$ cat config.mk
export PLATFORM = sky130hd
export DESIGN_NAME = mtr_matcher
export DESIGN_NICKNAME = d
export VERILOG_FILES = /design/src/rtl/mtr_pkg.sv /design/src/rtl/mtr_ctrl.sv /design/src/rtl/mtr_resolve.sv /design/src/rtl/mtr_datapath.sv /design/src/rtl/mtr_matcher.sv
export SDC_FILE = /design/constraint.sdc
export NUM_CORES = 1
export LEC_CHECK = 0
export BUFFER_PORTS_ARGS = -buffer_cell sky130_fd_sc_hd__buf_2
export CORE_ASPECT_RATIO = 0.75
export CORE_MARGIN = 2
export CORE_UTILIZATION = 45
export DETAILED_ROUTE_END_ITERATION = 10
export MAX_ROUTING_LAYER = met4
export SLEW_MARGIN = 20
export SYNTH_ARGS = -nofsm -noshare
export SYNTH_HDL_FRONTEND = slang
export SYNTH_HIERARCHICAL = 1
export SYNTH_SLANG_ARGS = --single-unit
$ cat constraint.sdc
create_clock -name clk -period 4.3 [get_ports clk]
set_clock_uncertainty 0.05 [all_clocks]
set_input_delay 0.43 -clock clk [delete_from_list [all_inputs] [get_ports clk]]
set_output_delay 0.43 -clock clk [all_outputs]
set_load 0.02 [all_outputs]
$ cat src/rtl/mtr_pkg.sv
package mtr_pkg;

  localparam int ADDR_W  = 32;
  localparam int NUM_ENT = 8;
  localparam int TYPE_W  = 3;
  localparam int CODES   = 1 << TYPE_W;

  localparam logic [TYPE_W-1:0] MT_UC = 3'd0;
  localparam logic [TYPE_W-1:0] MT_WC = 3'd1;
  localparam logic [TYPE_W-1:0] MT_WT = 3'd4;
  localparam logic [TYPE_W-1:0] MT_WP = 3'd5;
  localparam logic [TYPE_W-1:0] MT_WB = 3'd6;

  // codes that are allowed to stand alone
  localparam logic [CODES-1:0] LEGAL_SET =
    (CODES'(1) << MT_UC) | (CODES'(1) << MT_WC) | (CODES'(1) << MT_WT) |
    (CODES'(1) << MT_WP) | (CODES'(1) << MT_WB);

  // the one mixed set with a defined outcome
  localparam logic [CODES-1:0] WT_WB_SET = (CODES'(1) << MT_WT) | (CODES'(1) << MT_WB);

  typedef enum logic [1:0] {
    FLD_BASE = 2'd0,
    FLD_MASK = 2'd1,
    FLD_ATTR = 2'd2,
    FLD_DFLT = 2'd3
  } fld_e;

  typedef struct packed {
    logic baseWr;
    logic maskWr;
    logic attrWr;
    logic dfltWr;
  } wrStrobe_t;

endpackage

$ cat src/rtl/mtr_ctrl.sv
module mtr_ctrl
  import mtr_pkg::*;
(
  input  logic       clk,
  input  logic       rstN,
  input  logic       wrEn,
  input  logic [1:0] wrField,
  input  logic       lkValid,
  output wrStrobe_t  strb,
  output logic       lkCapture,
  output logic       outValid
);

  always_comb begin
    strb        = '0;
    strb.baseWr = wrEn && (wrField == FLD_BASE);
    strb.maskWr = wrEn && (wrField == FLD_MASK);
    strb.attrWr = wrEn && (wrField == FLD_ATTR);
    strb.dfltWr = wrEn && (wrField == FLD_DFLT);
  end

  assign lkCapture = lkValid;

  always_ff @(posedge clk) begin
    if (!rstN) outValid <= 1'b0;
    else       outValid <= lkValid;
  end

  AST_ONE_STROBE: assert property (@(posedge clk) disable iff (!rstN)
    $onehot0({strb.baseWr, strb.maskWr, strb.attrWr, strb.dfltWr}));

  AST_RESULT_FOLLOWS: assert property (@(posedge clk) disable iff (!rstN)
    lkValid |=> outValid);

  AST_NO_SPURIOUS_RESULT: assert property (@(posedge clk) disable iff (!rstN)
    !lkValid |=> !outValid);

endmodule

$ cat src/rtl/mtr_resolve.sv
module mtr_resolve
  import mtr_pkg::*;
#(
  parameter int TypeW = TYPE_W,
  localparam int Codes = 1 << TypeW
) (
  input  logic [Codes-1:0] typeSet,
  input  logic [TypeW-1:0] dfltType,
  output logic [TypeW-1:0] resType,
  output logic             resUndef,
  output logic             resHit
);

  logic [TypeW-1:0] soleCode;
  logic             single;
  logic             allLegal;

  always_comb begin
    soleCode = '0;
    for (int c = 0; c < Codes; c++) begin
      if (typeSet[c]) soleCode = c[TypeW-1:0];
    end
  end

  assign single   = ($countones(typeSet) == 1);
  assign allLegal = ((typeSet & ~LEGAL_SET) == '0);
  assign resHit   = |typeSet;

  always_comb begin
    resType  = MT_UC;
    resUndef = 1'b0;
    if (!resHit) begin
      resType = dfltType;
    end else if (typeSet[MT_UC]) begin
      resType = MT_UC;
    end else if (single && allLegal) begin
      resType = soleCode;
    end else if (typeSet == WT_WB_SET) begin
      resType = MT_WT;
    end else begin
      resType  = MT_UC;
      resUndef = 1'b1;
    end
  end

endmodule

$ cat src/rtl/mtr_datapath.sv
module mtr_datapath
  import mtr_pkg::*;
#(
  parameter int AddrW  = ADDR_W,
  parameter int NumEnt = NUM_ENT,
  parameter int TypeW  = TYPE_W,
  localparam int IdxW  = (NumEnt > 1) ? $clog2(NumEnt) : 1,
  localparam int Codes = 1 << TypeW
) (
  input  logic             clk,
  input  logic             rstN,
  input  wrStrobe_t        strb,
  input  logic [IdxW-1:0]  wrIdx,
  input  logic [AddrW-1:0] wrData,
  input  logic [AddrW-1:0] lkAddr,
  input  logic             lkCapture,
  output logic [TypeW-1:0] outType,
  output logic             outUndef,
  output logic             outHit
);

  logic [AddrW-1:0] baseQ [NumEnt];
  logic [AddrW-1:0] maskQ [NumEnt];
  logic [TypeW-1:0] typeQ [NumEnt];
  logic [NumEnt-1:0] enQ;
  logic [NumEnt-1:0] hitVec;
  logic [NumEnt-1:0] ucEnt;
  logic [TypeW-1:0] dfltQ;
  logic [Codes-1:0] typeSet;
  logic [TypeW-1:0] resType;
  logic             resUndef;
  logic             resHit;

  for (genvar i = 0; i < NumEnt; i++) begin : gEnt
    logic sel;
    assign sel = (wrIdx == IdxW'(i));

    always_ff @(posedge clk) begin
      if (!rstN) begin
        baseQ[i] <= '0;
        maskQ[i] <= '0;
        typeQ[i] <= MT_UC;
        enQ[i]   <= 1'b0;
      end else begin
        if (strb.baseWr && sel) baseQ[i] <= wrData;
        if (strb.maskWr && sel) maskQ[i] <= wrData;
        if (strb.attrWr && sel) begin
          typeQ[i] <= wrData[TypeW-1:0];
          enQ[i]   <= wrData[AddrW-1];
        end
      end
    end

    assign hitVec[i] = enQ[i] && ((lkAddr & maskQ[i]) == (baseQ[i] & maskQ[i]));
    assign ucEnt[i]  = enQ[i] && (typeQ[i] == MT_UC);
  end

  always_ff @(posedge clk) begin
    if (!rstN)            dfltQ <= MT_UC;
    else if (strb.dfltWr) dfltQ <= wrData[TypeW-1:0];
  end

  always_comb begin
    typeSet = '0;
    for (int i = 0; i < NumEnt; i++) begin
      if (hitVec[i]) typeSet[typeQ[i]] = 1'b1;
    end
  end

  mtr_resolve #(.TypeW(TypeW)) uResolve (
    .typeSet (typeSet),
    .dfltType(dfltQ),
    .resType (resType),
    .resUndef(resUndef),
    .resHit  (resHit)
  );

  always_ff @(posedge clk) begin
    if (!rstN) begin
      outType  <= MT_UC;
      outUndef <= 1'b0;
      outHit   <= 1'b0;
    end else if (lkCapture) begin
      outType  <= resType;
      outUndef <= resUndef;
      outHit   <= resHit;
    end
  end

  AST_UC_ENTRY_WINS: assert property (@(posedge clk) disable iff (!rstN)
    (lkCapture && |(hitVec & ucEnt)) |=> (outType == MT_UC && !outUndef));

  AST_MISS_GIVES_FALLBACK: assert property (@(posedge clk) disable iff (!rstN)
    (lkCapture && hitVec == '0) |=> (outType == $past(dfltQ) && !outHit && !outUndef));

  AST_UNDEF_REPORTS_UC: assert property (@(posedge clk) disable iff (!rstN)
    outUndef |-> (outType == MT_UC && outHit));

  AST_DISABLED_NO_HIT: assert property (@(posedge clk) disable iff (!rstN)
    (lkCapture && enQ == '0) |=> !outHit);

endmodule

$ cat src/rtl/mtr_matcher.sv
module mtr_matcher
  import mtr_pkg::*;
#(
  parameter int AddrW  = ADDR_W,
  parameter int NumEnt = NUM_ENT,
  parameter int TypeW  = TYPE_W,
  localparam int IdxW  = (NumEnt > 1) ? $clog2(NumEnt) : 1
) (
  input  logic             clk,
  input  logic             rstN,
  input  logic             wrEn,
  input  logic [1:0]       wrField,
  input  logic [IdxW-1:0]  wrIdx,
  input  logic [AddrW-1:0] wrData,
  input  logic             lkValid,
  input  logic [AddrW-1:0] lkAddr,
  output logic             outValid,
  output logic [TypeW-1:0] outType,
  output logic             outUndef,
  output logic             outHit
);

  wrStrobe_t strb;
  logic      lkCapture;

  mtr_ctrl uCtrl (
    .clk      (clk),
    .rstN     (rstN),
    .wrEn     (wrEn),
    .wrField  (wrField),
    .lkValid  (lkValid),
    .strb     (strb),
    .lkCapture(lkCapture),
    .outValid (outValid)
  );

  mtr_datapath #(.AddrW(AddrW), .NumEnt(NumEnt), .TypeW(TypeW)) uDp (
    .clk      (clk),
    .rstN     (rstN),
    .strb     (strb),
    .wrIdx    (wrIdx),
    .wrData   (wrData),
    .lkAddr   (lkAddr),
    .lkCapture(lkCapture),
    .outType  (outType),
    .outUndef (outUndef),
    .outHit   (outHit)
  );

endmodule

==> out/metrics.csv <==
stage,metric,value,unit
status,status,"finished, violations left",
status,failing checks,negative setup slack,
detailed_routing,1st-pass router iterations,5,
detailed_routing,post-route ant nets,0,
hold_path,worst hold start,lkValid,
setup_path,Worst path most repeated cell,inv_2,
timing,"Period Utilization, post-route",113,%
timing,count of final hold-check violations,0,
die,die width,280,um
setup_path,Crit. End Element,register,
power,Gate power share,9.4,%
setup_path,crit-path max FO,3,
power,sequential share of power,53.0,%
setup_path,max incr delay on CP,0.50,ns
place,Place WS,-0.936,ns
timing,worst setup margin,-0.580,ns
setup_path,R2R Path Start,uDp/baseQ[1][92],
timing,Worst-Margin Slew,1.04,ns
grt,pin count of the biggest net entering global routing,33,
yosys,synthesized cell area,25800,um2
detailed_routing,vias per cell,5.63,
grt,grt ovf,0,
grt,vias in the first global route,15600,
yosys,average size of a mapped cell,13.3,um2
die,Die Ht,211,um
clocking,clock root cell,clkbuf_16,
setup_path,WS Path Type,register to register,
setup_path,worst reg2reg path depth,24,
yosys,async set-reset flop share out of synthesis,0,%
job,max-cap viol count,0,
setup_path,capturing point of the worst reg2reg path,uDp/outType[2],
finish,share of cells above drive strength 1,19.4,%
power,Switching Fraction,24.3,%
timing,fmax,205,MHz
power,internal power,9.02,mW
finish,Syn-to-layout area delta,17.4,%
die,starting density of the core,45.8,%
timing,unrepaired setup endpoints after global routing,true,
detailed_routing,Iter 0 DRT Violations,2325,
setup_path,"Req. time, crit path",4.75,ns
power,clock share of power,37.6,%
place,Port Buf Inserts,78,
die,Cell Rows,75,
yosys,Yosys top cell by area,edfxtp_1,
setup_path,Critical Path Slowest Stage Cell,fa_1,
place,gpl congestion,0.926,
die,io pins,79,
grt,antenna violations before repair,9,
clocking,TritonCTS clock tree,yes,
yosys,post-synthesis net count,2025,
clocking,Clock Path Buffers,3,
timing,fin crit period,4.88,ns
timing,final setup fails,4,
setup_path,FF-to-FF setup slack,-0.58,ns
yosys,flip-flop and latch count after synthesis,553,
grt,first-pass GRT wire length,116,mm
detailed_routing,detailed-route via count,16400,
yosys,"top cells by area, synth","edfxtp_1 62%, and2_1 13%, xor2_1 8.7%",
hold_path,worst hold path class,primary input to register,
die,core footprint,56300,um2
finish,utilization after layout,53.7,%
yosys,commonest cells in the netlist,"539 x and2_1, 536 x edfxtp_1, 256 x xor2_1",
timing,relative slew slack,30.5,%
die,die area,59200,um2
yosys,sequential area share after synthesis,63.8,%
detailed_routing,WL final,82.5,mm
yosys,"count leader, synth",and2_1,
clocking,CTS H-Tree Depth,2,
clocking,TritonCTS Sinks,553,
clocking,cts bufs inserted,54,
place,DPL Wire Length,55.6,mm
hold_path,hold depth,2,
yosys,"EDFF count, synth",536,
yosys,dominant synthesized flop cell,edfxtp_1,
finish,fin nets,2230,
yosys,Yosys cell types,59,
setup_path,crit path cell chain,xor2_2 -> a22oi_2 -> buf_6 -> nand4_1 -> nor3_2 -> buf_4 -> nand4_1 -> o31ai_1 -> buf_4 -> or4_4 -> inv_2 -> ha_4 -> inv_2 -> fa_1 -> inv_2 -> fa_2 -> inv_2 -> fa_1 -> and4b_1 -> o211ai_2 -> mux2i_1 -> a22o_1 -> mux2i_1 -> nor2b_1,
setup_path,startpoint types,register,
power,LEAKAGE,11.2,nW
clocking,"Reg clk slew, reported paths",0.06,ns
setup_path,Crit path arrival time,5.33,ns
power,highest ir drop seen on vdd,284,uV
grt,gr usage total,29.0,%
yosys,Cells after Synth,1937,
clocking,Clock Latency Late Sink,0.62,ns
yosys,Synth top area share,62.5,%
power,Net Switching,2.90,mW
detailed_routing,DRC Markers,0,
timing,fin. max-slew vios,0,
detailed_routing,drt wl/cell,28.3,um
power,PwrDens,394,nW/um2
hold_path,Hold Path Sink,uCtrl/outValid,
yosys,synth warn,6,
state kept, by name, summed over array words and instances, names as in the netlist, 3 cells and up:
signal       cells
uDp/typeQ       24
uDp/maskQ      256
uDp/baseQ      256
uDp/enQ          8
uDp/outType      3
uDp/dfltQ        3
worst max-delay path by stage:
| stage | slack [ns] | from | to | cells after the start |
|---|---|---|---|---|
| after global placement | -0.94 | lkAddr[8] | uDp/outType[2] | 25 |
| final | -0.58 | uDp/baseQ[1][92] | uDp/outType[2] | 24 |
| after CTS | -0.55 | uDp/baseQ[1][92] | uDp/outType[2] | 24 |
| after floorplan | -0.09 | lkAddr[25] | uDp/outType[2] | 22 |
| after global routing | -0.78 | uDp/baseQ[1][92] | uDp/outType[0] | 24 |
| after detailed placement | -0.94 | lkAddr[6] | uDp/outType[1] | 24 |
cells in the final DEF (no fill, tap or decap), types with 5 or more instances in the layout:
cell / n
and2_1: 539
edfxtp_1: 536
xor2_1: 253
buf_4: 181
buf_2: 78
a22oi_1: 71
clkbuf_16: 54
nand2_1: 36
nand4_1: 33
nor2_1: 25
a22o_1: 20
inv_1: 20
clkbuf_1: 19
dfxtp_1: 17
a221oi_1: 17
nand3_1: 17
buf_12: 17
nor2b_1: 16
o21ai_4: 16
nor2_2: 15
clkinv_1: 13
nand4b_1: 13
o21ai_0: 13
and3_1: 11
ha_1: 10
a32o_1: 9
mux2i_1: 9
a222oi_1: 8
nand3b_1: 8
clkinv_2: 7
or4_4: 7
o22ai_1: 5
o21ai_1: 5
cell families after synthesis:
| logic type | count (synthesis) | synth area share [%] |
|---|---|---|
| flops | 553 | 63.8 |
| xor+xnor | 256 | 8.70 |
| simple gates | 763 | 18.2 |
| buf+inv | 155 | 2.54 |
| fa+ha+maj | 15 | 0.845 |
| compound gates | 186 | 5.55 |
| mux | 9 | 0.350 |
metrics by stage:
step,setup TNS [ns],instances,hold WS (ns),power [mW],cell area [um2]
final,-2.10,2921,0.131,11.9,30200
after global routing,-2.91,2918,0.117,12.3,30200
after CTS,-1.95,2914,0.108,12.0,30200
after detailed placement,-3.56,2812,0.450,7.52,28500
after global placement,-3.48,2812,0.442,7.51,28500
after floorplan,-0.262,1937,0.401,6.93,25900
critical path, delay by kind of cell (launching register included):
family	cells	cell delay (ns)
adders and majority gates	4	1.49
and+or+nand+nor	6	0.88
DFF	1	0.41
AOI/OAI and AO/OA	4	0.87
xor gates and xnor gates	1	0.19
buffers and inverters	7	0.64
muxes	2	0.23
power groups by stage:
stage          clock [mW]  sequential, mW  combinational (mW)
6_report             4.49            6.32                1.12
4_1_cts              4.54            6.32                1.11
5_1_grt              4.75            6.34                1.18
3_5_place_dp            0            6.43                1.09
2_1_floorplan           0            6.42               0.509
3_3_place_gp            0            6.42                1.09
layer usage:
metal  vias up  wire (um)  track usage [%]
met5         -          0                -
met4         0       2080             7.63
met3       100       7880             5.45
met2       754      35400             40.9
met1      8286      37200             42.8
li1       7295          -                -
timing repair:
item / 4_1_cts / 5_1_grt
hold buffers: 0 / 0
setup endpoints to repair: 4 / 4
pin swaps: 3 / 6
buffers inserted: 2 / 2
gates resized for setup: 16 / 6
area by class of cell:
cell class,instances,area (um2)
multi-input combinational,1229,9040
sequential,553,16400
clock buffer,73,1420
clock inverter,27,193
tap,731,915
antenna,4,10.0
fill,4664,26100
inverter,25,96.3
timing repair buffer,279,2140
No activity file was read; power rests on OpenSTA's default activity.
